File: config.mk
export PLATFORM = sky130hd
export DESIGN_NAME = fqd_ctrl
export DESIGN_NICKNAME = d
export VERILOG_FILES = /design/src/rtl/fqd_pkg.sv /design/src/rtl/fqd_fifo.sv /design/src/rtl/fqd_burst.sv /design/src/rtl/fqd_ctrl.sv
export SDC_FILE = /design/constraint.sdc
export NUM_CORES = 1
export LEC_CHECK = 0
export CAP_MARGIN = 15
export CORE_MARGIN = 2
export CORE_UTILIZATION = 54
export DETAILED_ROUTE_END_ITERATION = 12
export PLACE_DENSITY_LB_ADDON = 0.3
export SLEW_MARGIN = 0
export SYNTH_ARGS = -nofsm -noshare
export SYNTH_HDL_FRONTEND = slang
export SYNTH_SLANG_ARGS = --single-unit
File: constraint.sdc
create_clock -name clk -period 2.92 [get_ports clk]
set_input_delay 0.438 -clock clk [delete_from_list [all_inputs] [get_ports clk]]
set_output_delay 0.438 -clock clk [all_outputs]
set_load 0.01 [all_outputs]
File: src/rtl/fqd_pkg.sv
package fqd_pkg;
  localparam int NFLAG    = 5;
  localparam int F_RXRDY  = 0;
  localparam int F_TXRDY  = 1;
  localparam int F_RXDRN  = 2;
  localparam int F_TXDRN  = 3;
  localparam int F_ACCERR = 4;
  typedef logic [7:0] byte_t;
endpackage

File: src/rtl/fqd_fifo.sv
module fqd_fifo #(
  parameter int DEPTH = 32,
  localparam int AW = $clog2(DEPTH),
  localparam int LW = AW + 1
) (
  input  logic            clk,
  input  logic            rst_n,
  input  logic            clr,
  input  logic            push,
  input  fqd_pkg::byte_t  push_data,
  input  logic            pop,
  output fqd_pkg::byte_t  head,
  output logic [LW-1:0]   level,
  output logic            empty,
  output logic            full,
  output logic            push_ok,
  output logic            pop_ok
);
  fqd_pkg::byte_t mem [DEPTH];
  logic [AW-1:0]  wptr, rptr;

  assign empty   = (level == '0);
  assign full    = (level == LW'(DEPTH));
  assign push_ok = push && !full;
  assign pop_ok  = pop && !empty;
  assign head    = mem[rptr];

  always_ff @(posedge clk) begin
    if (push_ok) mem[wptr] <= push_data;
  end

  always_ff @(posedge clk) begin
    if (!rst_n || clr) begin
      wptr  <= '0;
      rptr  <= '0;
      level <= '0;
    end else begin
      if (push_ok) wptr <= wptr + AW'(1);
      if (pop_ok)  rptr <= rptr + AW'(1);
      case ({push_ok, pop_ok})
        2'b10:   level <= level + LW'(1);
        2'b01:   level <= level - LW'(1);
        default: level <= level;
      endcase
    end
  end


  lvl_bound_chk: assert property (@(posedge clk) disable iff (!rst_n)
    level <= LW'(DEPTH));


  full_hold_chk: assert property (@(posedge clk) disable iff (!rst_n)
    full && push && !pop && !clr |=> full);


  empty_pop_chk: assert property (@(posedge clk) disable iff (!rst_n)
    empty && pop && !push && !clr |=> empty);
endmodule

File: src/rtl/fqd_burst.sv
module fqd_burst #(
  parameter int AW = 5
) (
  input  logic          clk,
  input  logic          rst_n,
  input  logic          clr,
  input  logic          en,
  input  logic          trig,
  input  logic          move,
  input  logic [AW-1:0] thr,
  output logic          req
);
  logic [AW-1:0] moved;

  always_ff @(posedge clk) begin
    if (!rst_n || clr || !en) begin
      req   <= 1'b0;
      moved <= '0;
    end else if (!req) begin
      if (trig) begin
        req   <= 1'b1;
        moved <= '0;
      end
    end else if (move) begin
      if (moved == thr) begin
        req   <= 1'b0;
        moved <= '0;
      end else begin
        moved <= moved + AW'(1);
      end
    end
  end


  rise_cause_chk: assert property (@(posedge clk) disable iff (!rst_n)
    $rose(req) |-> $past(trig && en));


  burst_hold_chk: assert property (@(posedge clk) disable iff (!rst_n)
    req && !move && en && !clr |=> req);


  clr_drop_chk: assert property (@(posedge clk) disable iff (!rst_n)
    clr |=> !req);
endmodule

File: src/rtl/fqd_ctrl.sv
module fqd_ctrl #(
  parameter int DEPTH = 32,
  parameter int CW = 16,
  localparam int AW = $clog2(DEPTH),
  localparam int LW = AW + 1
) (
  input  logic                      clk,
  input  logic                      rst_n,
  input  logic                      rx_in_valid,
  output logic                      rx_in_ready,
  input  logic [7:0]                rx_in_data,
  output logic                      tx_out_valid,
  input  logic                      tx_out_ready,
  output logic [7:0]                tx_out_data,
  input  logic                      host_rd,
  output logic [7:0]                host_rd_data,
  input  logic                      host_wr,
  input  logic [7:0]                host_wr_data,
  input  logic [AW-1:0]             rx_thr,
  input  logic [AW-1:0]             tx_thr,
  input  logic [CW-1:0]             xfer_len,
  input  logic                      xfer_dir_tx,
  input  logic                      xfer_start,
  input  logic                      xfer_end,
  input  logic                      drain_en_rx,
  input  logic                      drain_en_tx,
  input  logic                      dma_rx_en,
  input  logic                      dma_tx_en,
  input  logic                      rx_clr,
  input  logic                      tx_clr,
  input  logic [fqd_pkg::NFLAG-1:0] flag_clr,
  output logic [fqd_pkg::NFLAG-1:0] flags,
  output logic                      dma_rx_req,
  output logic                      dma_tx_req,
  output logic [LW-1:0]             rx_level,
  output logic [LW-1:0]             tx_level,
  output logic [CW-1:0]             host_left,
  output logic [CW-1:0]             bus_left,
  output logic [LW-1:0]             fifo_depth
);
  import fqd_pkg::*;

  logic rx_empty, rx_full, rx_push_ok, rx_pop_ok;
  logic tx_empty, tx_full, tx_push_ok, tx_pop_ok;
  logic [NFLAG-1:0] flag_set;
  logic [LW-1:0] rx_thr_w, tx_thr_w;
  logic [CW-1:0] tx_burst;

  assign fifo_depth   = LW'(DEPTH);
  assign rx_in_ready  = !rx_full;
  assign tx_out_valid = !tx_empty;
  assign rx_thr_w     = {1'b0, rx_thr};
  assign tx_thr_w     = {1'b0, tx_thr};
  assign tx_burst     = CW'(tx_thr) + CW'(1);

  fqd_fifo #(.DEPTH(DEPTH)) i_rxq (
    .clk(clk), .rst_n(rst_n), .clr(rx_clr),
    .push(rx_in_valid), .push_data(rx_in_data),
    .pop(host_rd), .head(host_rd_data),
    .level(rx_level), .empty(rx_empty), .full(rx_full),
    .push_ok(rx_push_ok), .pop_ok(rx_pop_ok)
  );

  fqd_fifo #(.DEPTH(DEPTH)) i_txq (
    .clk(clk), .rst_n(rst_n), .clr(tx_clr),
    .push(host_wr), .push_data(host_wr_data),
    .pop(tx_out_ready), .head(tx_out_data),
    .level(tx_level), .empty(tx_empty), .full(tx_full),
    .push_ok(tx_push_ok), .pop_ok(tx_pop_ok)
  );

  fqd_burst #(.AW(AW)) i_rxdma (
    .clk(clk), .rst_n(rst_n), .clr(rx_clr), .en(dma_rx_en),
    .trig(rx_level > rx_thr_w), .move(rx_pop_ok), .thr(rx_thr),
    .req(dma_rx_req)
  );

  fqd_burst #(.AW(AW)) i_txdma (
    .clk(clk), .rst_n(rst_n), .clr(tx_clr), .en(dma_tx_en),
    .trig(tx_empty), .move(tx_push_ok), .thr(tx_thr),
    .req(dma_tx_req)
  );

  always_ff @(posedge clk) begin
    if (!rst_n) begin
      bus_left  <= '0;
      host_left <= '0;
    end else if (xfer_start) begin
      bus_left  <= xfer_len;
      host_left <= xfer_dir_tx ? xfer_len : '0;
    end else begin
      if ((rx_push_ok || tx_pop_ok) && bus_left != '0)
        bus_left <= bus_left - CW'(1);
      if (tx_push_ok && host_left != '0)
        host_left <= host_left - CW'(1);
    end
  end

  always_comb begin
    flag_set           = '0;
    flag_set[F_RXRDY]  = rx_level > rx_thr_w;
    flag_set[F_TXRDY]  = (tx_level <= tx_thr_w) && (host_left >= tx_burst);
    flag_set[F_RXDRN]  = xfer_end && drain_en_rx && !rx_empty &&
                         (rx_level <= rx_thr_w);
    flag_set[F_TXDRN]  = drain_en_tx && (host_left != '0) &&
                         (host_left <= CW'(tx_thr));
    flag_set[F_ACCERR] = (host_rd && rx_empty) || (host_wr && tx_full);
  end

  for (genvar g = 0; g < NFLAG; g++) begin : g_flag
    always_ff @(posedge clk) begin
      if (!rst_n)           flags[g] <= 1'b0;
      else if (flag_clr[g]) flags[g] <= 1'b0;
      else if (flag_set[g]) flags[g] <= 1'b1;
    end
  end


  w1c_chk: assert property (@(posedge clk) disable iff (!rst_n)
    (|flag_clr) |=> ((flags & $past(flag_clr)) == '0));


  aerr_chk: assert property (@(posedge clk) disable iff (!rst_n)
    host_rd && rx_empty && !flag_clr[F_ACCERR] |=> flags[F_ACCERR]);


  load_chk: assert property (@(posedge clk) disable iff (!rst_n)
    xfer_start |=> bus_left == $past(xfer_len));


  rxrdy_chk: assert property (@(posedge clk) disable iff (!rst_n)
    (rx_level > rx_thr_w) && !flag_clr[F_RXRDY] |=> flags[F_RXRDY]);
endmodule

After elaboration in Yosys (flattened, before gate mapping). Memory sizes are Yosys's and may differ from the RTL's. A register that Yosys moved wholly into a read port is not among the register bits. Index checks and enable logic that the tools add are counted.

ROM bits: 0. Memories kept: 2. Memory bits (writable): 512. Latch bits: 0. Flip-flop bits (word level): 81.

Memory list: i_rxq.mem (words 32, bits a word 8, read ports 1, clocked after memory_dff 1, wr ports 1, line fqd_fifo.sv:19) `fqd_pkg::byte_t mem [DEPTH];`; i_txq.mem (words 32, bits a word 8, read ports 1, clocked after memory_dff 1, wr ports 1, line fqd_fifo.sv:19).

Add/subtract/negate cells: 13. Multiply operators: 0. Bitwise operators: 1. Mux-type cells: 31. Order comparisons: 5. Reductions and logical operators: 44. Divide/modulo/power cells: 0. Eq/ne operators: 10. Shifts and indexed selects: 0.

Operator list (count): 16-bit two-way mux (5); 5-bit two-way mux (12); 16-bit nonzero test (2); 16-bit by 1-bit subtractor with 16-bit output (second input constant) (2); 5-bit by 1-bit adder with 5-bit output (second input constant) (6); 6-bit case mux with 2 select lines (2); 16-bit by 6-bit >= comparator with 1-bit output (1); 16-bit by 5-bit <= comparator with 1-bit output (1); 1-bit logical AND (14); 6-bit by 1-bit adder with 6-bit output (second input constant) (2); 6-bit equality test (second input constant) (2); 6-bit by 5-bit <= comparator with 1-bit output (2); 6-bit zero test (2); 1-bit two-way mux (12); 2-bit nonzero test (6); 6-bit by 1-bit subtractor with 6-bit output (second input constant) (2); 5-bit equality test (2); 2-bit OR reduction (5); 1-bit zero test (7); 5-bit by 1-bit adder with 6-bit output (second input constant) (1); 6-bit by 5-bit > comparator with 1-bit output (1); 1-bit logical OR (6); 2-bit by 1-bit equality test with 1-bit output (second input constant) (2); 2-bit equality test (second input constant) (2); other kinds (3) (5).

Logic depth before layout (Yosys ltp). Gate-level depths: netlist of the first run.

Word-level depth: 7. Mapped depth: 14. Gate-level depth less buffers: 12.

Hierarchy. From an unflattened synthesis of the first run, not the netlist that was laid out.

Cell total of the unflattened synthesis: 1689. Area total of the unflattened synthesis: 25604.6 um2.

By module, submodules not included: fqd_fifo (i_txq) (cells each 632, times used 1, area an instance 11140.7 um2, sequential area each 8107.8 um2); fqd_fifo (i_rxq) (cells each 632, times used 1, area an instance 10994.3 um2, sequential area each 8107.8 um2); fqd_ctrl (cells each 341, times used 1, area an instance 2736.4 um2, sequential area each 740.7 um2); fqd_burst (cells each 42, times used 2, area an instance 366.6 um2, sequential area each 120.1 um2).

Worst setup path before layout of the first run. OpenSTA, ideal clock, no wires.

Path kind: register to register. Start point: register i_rxq.level[3]. End point: register i_rxq.level[5]. Arrival time: 2.747 ns. Cell stages (with the launch flop): 14. Setup slack: 0.045 ns. Buffers on the path: 3. Clock period less this slack: 2.875 ns. Data required time: 2.792 ns. Cell sequence: dfxtp_1 -> buf_2 -> nor3_2 -> a31oi_1 -> clkbuf_1 -> inv_1 -> ha_1 -> clkbuf_1 -> xor2_1 -> a211oi_2 -> o22ai_1 -> a2111oi_2 -> xnor2_1 -> nor2_1.

Longest elaborated chain between the ends: 5. Elaborated cells between the ends (all ways): 12. Those cells by class: 2 x add/sub; 3 x eq/ne; 1 x mux; 6 x reduce/logical.

RTL lines: start: declaration (line fqd_fifo.sv:13) `output logic [LW-1:0] level,`; start signal: assignment (line fqd_fifo.sv:41) `2'b10: level <= level + LW'(1);`; start signal: assignment (line fqd_fifo.sv:42) `2'b01: level <= level - LW'(1);`; start signal: assignment (line fqd_fifo.sv:43) `default: level <= level;`; branches (longest 5 deep; another with 6-bit by 1-bit subtractor with 6-bit output).

Several ways; the timed one is not identified. A chain may end at the register's enable or synchronous reset.

==> impl_summary.md, run 1 <==
Outcome
The run finished, with violations left. The checks that failed: setup timing.

Critical path
The critical path goes through buf_6 > buf_12 > buf_6 > mux4_2 > mux4_2 > mux2_4 > buf_6. The class of the most critical setup path is reg2out. Data on the critical path is required at its endpoint by 2.48 ns. The combined buffer and inverter count along the critical path is 4. STA puts the critical path data arrival time at 2.87 ns.

STA classifies the critical path startpoint as a register. The library cell contributing the largest single delay on the critical path is sky130_fd_sc_hd__mux4_2. The maximum fanout along the worst path is 8.

The largest stage delay on the critical path is 0.53 ns. In this design, the largest share of critical-path delay is due to multiplexers. Counting stages on the worst path, the most repeated cell is sky130_fd_sc_hd__buf_6. The endpoint class of the critical path is an output port.

Clocking
TritonCTS built the clock tree. Buffers inserted during clock tree synthesis total 58. The root buffer cell chosen for the clock tree is sky130_fd_sc_hd__clkbuf_16. The number of levels the H-tree was split into is 2. Clock tree synthesis found a total of 603 sinks. After clock tree synthesis, the clock-pin slew on the worst setup and hold paths is 0.07 ns. The hold-fix buffer count after cts is 0. The number of buffers on the longest clock path is 3. Clock latency on the worst-skew pair, taken at its later pin, is 0.62 ns.

Finish
Once layout is complete, the utilization of the core stands at 0.656. The share of cells above drive strength 1 is 0.255. The number of nets in the layout is 1860. The final non-filler cell total is 2414. The number of diodes is 0. Compared with the post-synthesis result, the final layout area differs by 20.5%.

Floorplanning
After floorplanning, the core was sized to cover 0.0463 mm². The die is 220 µm tall. The initial utilization of the core area, before any placement, comes to 0.544.

The die is 220 µm wide. The number of top-level pins is 137. The area of the die is 0.0483 mm². The floorplan has 79 rows.

Route
The total detailed-routing wirelength is 59000 µm. For this block, the via count after detailed routing is 14507. The pre-antenna-repair detailed-routing pass consisted of 6 iterations. The first-iteration detailed-routing DRC count is 1514. The detail route stage leaves a number of antenna-violating nets equal to 0.

The remaining routing DRC violations is 0. Using the TritonRoute via totals, the vias-per-cell ratio works out to 6.01. After detailed routing, the average wire length per cell comes to 24.5 µm.

Timing
The final setup violation count is 16. The shortest clock period the worst path allows after layout is 3.31 ns. The tightest hold path in the finished design has a slack of 0.367 ns. The final-report hold violation count is 0. The transition time of the tightest slew-check pin is 0.690 ns.

The worst path setup slack after routing is -0.386 ns. Timing would allow up to 303 MHz. In the final timing run, aggregate negative setup slack is -4.72 ns. Setup repair after global routing could not meet its margin everywhere.

The portion of the clock cycle consumed by the worst path in the final layout is 1.13. The number of max-slew violations in the final report came to 0. Measured against its own limit, the worst slew margin works out to 0.540. Between clock sinks in the finished design, the worst skew comes to 0.0263 ns.

Job
The number of max-cap violations is 0.

Global route
The number of global-route vias before repair is 14617. The number of antenna violations at the first check in global routing is 0. For this run, the total global-route usage over all layers was measured as 0.251. The overflow left after global routing is 0. The maximum number of pins on one net before global-route repair is 38.

The first global-routing pass estimated 89700 µm of wire.

Power and ir drop
Of the total power, the clock network draws 0.407. The internal power of the cells totals 14100 µW. Of the total power, the share spent switching nets is 0.222. IR analysis of the VDD net gives a maximum drop of 0.482 mV. The power per unit of standard cell area is 600 mW/mm².

The switching power summed over all nets is 4040 µW. The relative contribution of combinational cells to total power is 0.071. Of the total power, registers draw 0.522.

Summed over all cells, the static leakage comes to 0.0100 µW.

Place
The congestion estimate from routability-driven global placement came to 0.902. Once placement completed, the tool counted placed cells totaling 2276. Detailed placement ended at an HPWL of 36900 µm. The port buffer count is 130.

Yosys
The sequential element share of the synthesized area is 0.683. The synthesized netlist contains 67 unique library cells. The number of warnings issued by yosys is 0. The gate count after technology mapping is 1489. The number of flops mapped to enable cells by yosys is 512.

In the synthesized netlist the async set-or-reset flop fraction comes to 0. The prevailing post-synth register cell is sky130_fd_sc_hd__edfxtp_1. In this run, synthesis produced a sequential element count of 603. The synthesized area divided by synthesized cell count is 16.9 µm². The post-synth design cell area is 0.0252 mm².

Hold path
The tightest min-delay check is of the in2reg type.
==> power groups by stage <==
stage / Clock [µW] / Sequential (µW) / Combinational (µW)
floorplan: 0 / 9680 / 642
global placement: 0 / 9680 / 1190
detailed placement: 0 / 9680 / 1220
CTS: 7490 / 9500 / 1270
global route: 7830 / 9510 / 1400
finish: 7400 / 9500 / 1290
==> Yosys cell counts, drive strengths merged, types with 3 or more instances <==
master / number / area, µm²
a21o: 6 / 45.0
nand2: 68 / 255
dfxtp: 91 / 1820
o21a: 7 / 52.6
edfxtp: 512 / 15400
nand4: 12 / 75.1
o211ai: 4 / 30.0
and2: 4 / 25.0
mux2i: 5 / 50.1
a311oi: 10 / 87.6
a31oi: 7 / 43.8
nor2: 142 / 533
o31ai: 4 / 43.8
or3b: 3 / 26.3
o211a: 4 / 40.0
nor3b: 5 / 37.5
ha: 41 / 513
nand2b: 7 / 43.8
nor3: 16 / 85.1
mux2: 16 / 180
nand3b: 9 / 67.6
o22ai: 5 / 37.5
and3: 3 / 18.8
xor2: 25 / 219
or2: 7 / 43.8
nor2b: 12 / 75.1
or3: 9 / 61.3
nor4: 11 / 75.1
nand3: 22 / 110
a21oi: 46 / 230
xnor2: 38 / 333
clkbuf: 31 / 116
inv: 32 / 120
buf: 50 / 253
a41oi: 3 / 26.3
mux4: 160 / 3600
o21ai: 37 / 185
==> worst register-to-register path, cell delays in order (launching register included) <==
cell                        delay [ns]
sky130_fd_sc_hd__dfxtp_1          0.33
sky130_fd_sc_hd__or3_4            0.39
sky130_fd_sc_hd__o31ai_4          0.34
sky130_fd_sc_hd__inv_2            0.07
sky130_fd_sc_hd__ha_1             0.25
sky130_fd_sc_hd__xor2_1           0.17
sky130_fd_sc_hd__a211oi_2         0.27
sky130_fd_sc_hd__o22ai_1          0.14
sky130_fd_sc_hd__a2111oi_2        0.40
sky130_fd_sc_hd__xnor2_1          0.16
sky130_fd_sc_hd__nor2_1           0.05
==> stage by stage <==
step                power (µW)  worst slack [ns]  cell area [µm²]
finish                   18200            -0.386            30300
global placement         10900         -0.000680            28000
detailed placement       10900           -0.0362            28000
global route             18700            -0.448            30300
CTS                      18300            -0.379            30300
floorplan                10300            0.0455            25200
==> flip-flops by register name, summed over array words and instances (netlist names), named ones only <==
signal and cells:
i_txdma.moved 5, i_txq.level 6, i_rxdma.moved 5, i_rxq.wptr 5
flags 5, i_rxq.level 6, i_rxdma.req 1, i_rxq.mem 256
bus_left 16, host_left 16, i_txq.mem 256, i_txq.wptr 5
i_txq.rptr 5, i_rxq.rptr 5, i_txdma.req 1
==> metal layers <==
metal | GRT usage | vias up | wire length [µm]
met5 | 0 | - | 0
li1 | - | 6378 | -
met1 | 0.348 | 7379 | 23900
met2 | 0.401 | 671 | 28500
met4 | 0.0660 | 0 | 1280
met3 | 0.0636 | 79 | 5330
==> area by class of cell <==
class / count / area [µm²]
fill: 3082 / 15900
tap: 607 / 759
clock inverter: 38 / 347
multi-input combinational: 777 / 7550
sequential: 603 / 17200
inverter: 32 / 120
clock buffer: 72 / 1530
timing repair buffer: 285 / 2810
==> layout by cell type, fill, tap and decap left out, types with 10 or more instances in the layout <==
master | netlist | layout
sky130_fd_sc_hd__inv_1 | 31 | 31
sky130_fd_sc_hd__clkbuf_16 | 0 | 59
sky130_fd_sc_hd__xnor2_1 | 38 | 38
sky130_fd_sc_hd__nand2_1 | 68 | 68
sky130_fd_sc_hd__nor3_1 | 15 | 15
sky130_fd_sc_hd__clkdlybuf4s50_1 | 0 | 114
sky130_fd_sc_hd__clkbuf_1 | 31 | 11
sky130_fd_sc_hd__buf_6 | 1 | 27
sky130_fd_sc_hd__nor2_1 | 142 | 142
sky130_fd_sc_hd__mux4_2 | 160 | 160
sky130_fd_sc_hd__a21oi_1 | 46 | 46
sky130_fd_sc_hd__dfxtp_1 | 91 | 87
sky130_fd_sc_hd__buf_4 | 8 | 123
sky130_fd_sc_hd__buf_12 | 0 | 16
sky130_fd_sc_hd__o21ai_0 | 34 | 34
sky130_fd_sc_hd__mux2_4 | 0 | 14
sky130_fd_sc_hd__nand3_1 | 22 | 22
sky130_fd_sc_hd__nor4_1 | 10 | 10
sky130_fd_sc_hd__nand4_1 | 12 | 12
sky130_fd_sc_hd__nor2b_1 | 12 | 12
sky130_fd_sc_hd__a311oi_1 | 10 | 10
sky130_fd_sc_hd__xor2_1 | 25 | 25
sky130_fd_sc_hd__clkinv_2 | 0 | 15
sky130_fd_sc_hd__edfxtp_1 | 512 | 512
sky130_fd_sc_hd__ha_1 | 41 | 41
==> cells by family after synthesis <==
| group | synth area share |
|---|---|
| simple gates | 0.0645 |
| xor+xnor | 0.0219 |
| fa+ha+maj | 0.0204 |
| mux | 0.152 |
| compound gates | 0.0375 |
| flops | 0.683 |
| buf+inv | 0.0194 |
| other cells | 0.000298 |
==> timing repair <==
item	4_1_cts	5_1_grt
setup endpoints to repair	16	18
setup buffers	18	8
resized for setup	110	10
pin swaps	0	0
gates cloned	5	1
==> final timing paths <==
path | from | endpoint | slack [ns] | cells past startpoint
worst max register to register | i_rxq.level[1] | i_rxq.level[5] | 0.21 | 10
worst max-delay path | register | host_rd_data[0] | -0.39 | 7
worst min register to register | i_txq.rptr[1] | register | 0.50 | 2
worst min-delay path | flag_clr[2] | flags[2] | 0.37 | 2
Power figures use the tool's default switching activity.
==> run 2: changes to the inputs <==
--- a/config.mk
+++ b/config.mk
@@ -10,7 +10,7 @@
 export CORE_UTILIZATION = 54
 export DETAILED_ROUTE_END_ITERATION = 12
 export PLACE_DENSITY_LB_ADDON = 0.3
-export SLEW_MARGIN = 0
+export SLEW_MARGIN = 40
 export SYNTH_ARGS = -nofsm -noshare
 export SYNTH_HDL_FRONTEND = slang
 export SYNTH_SLANG_ARGS = --single-unit
==> results of run 2 <==
The final DEF is identical to that of run 1; final timing and power are the same.
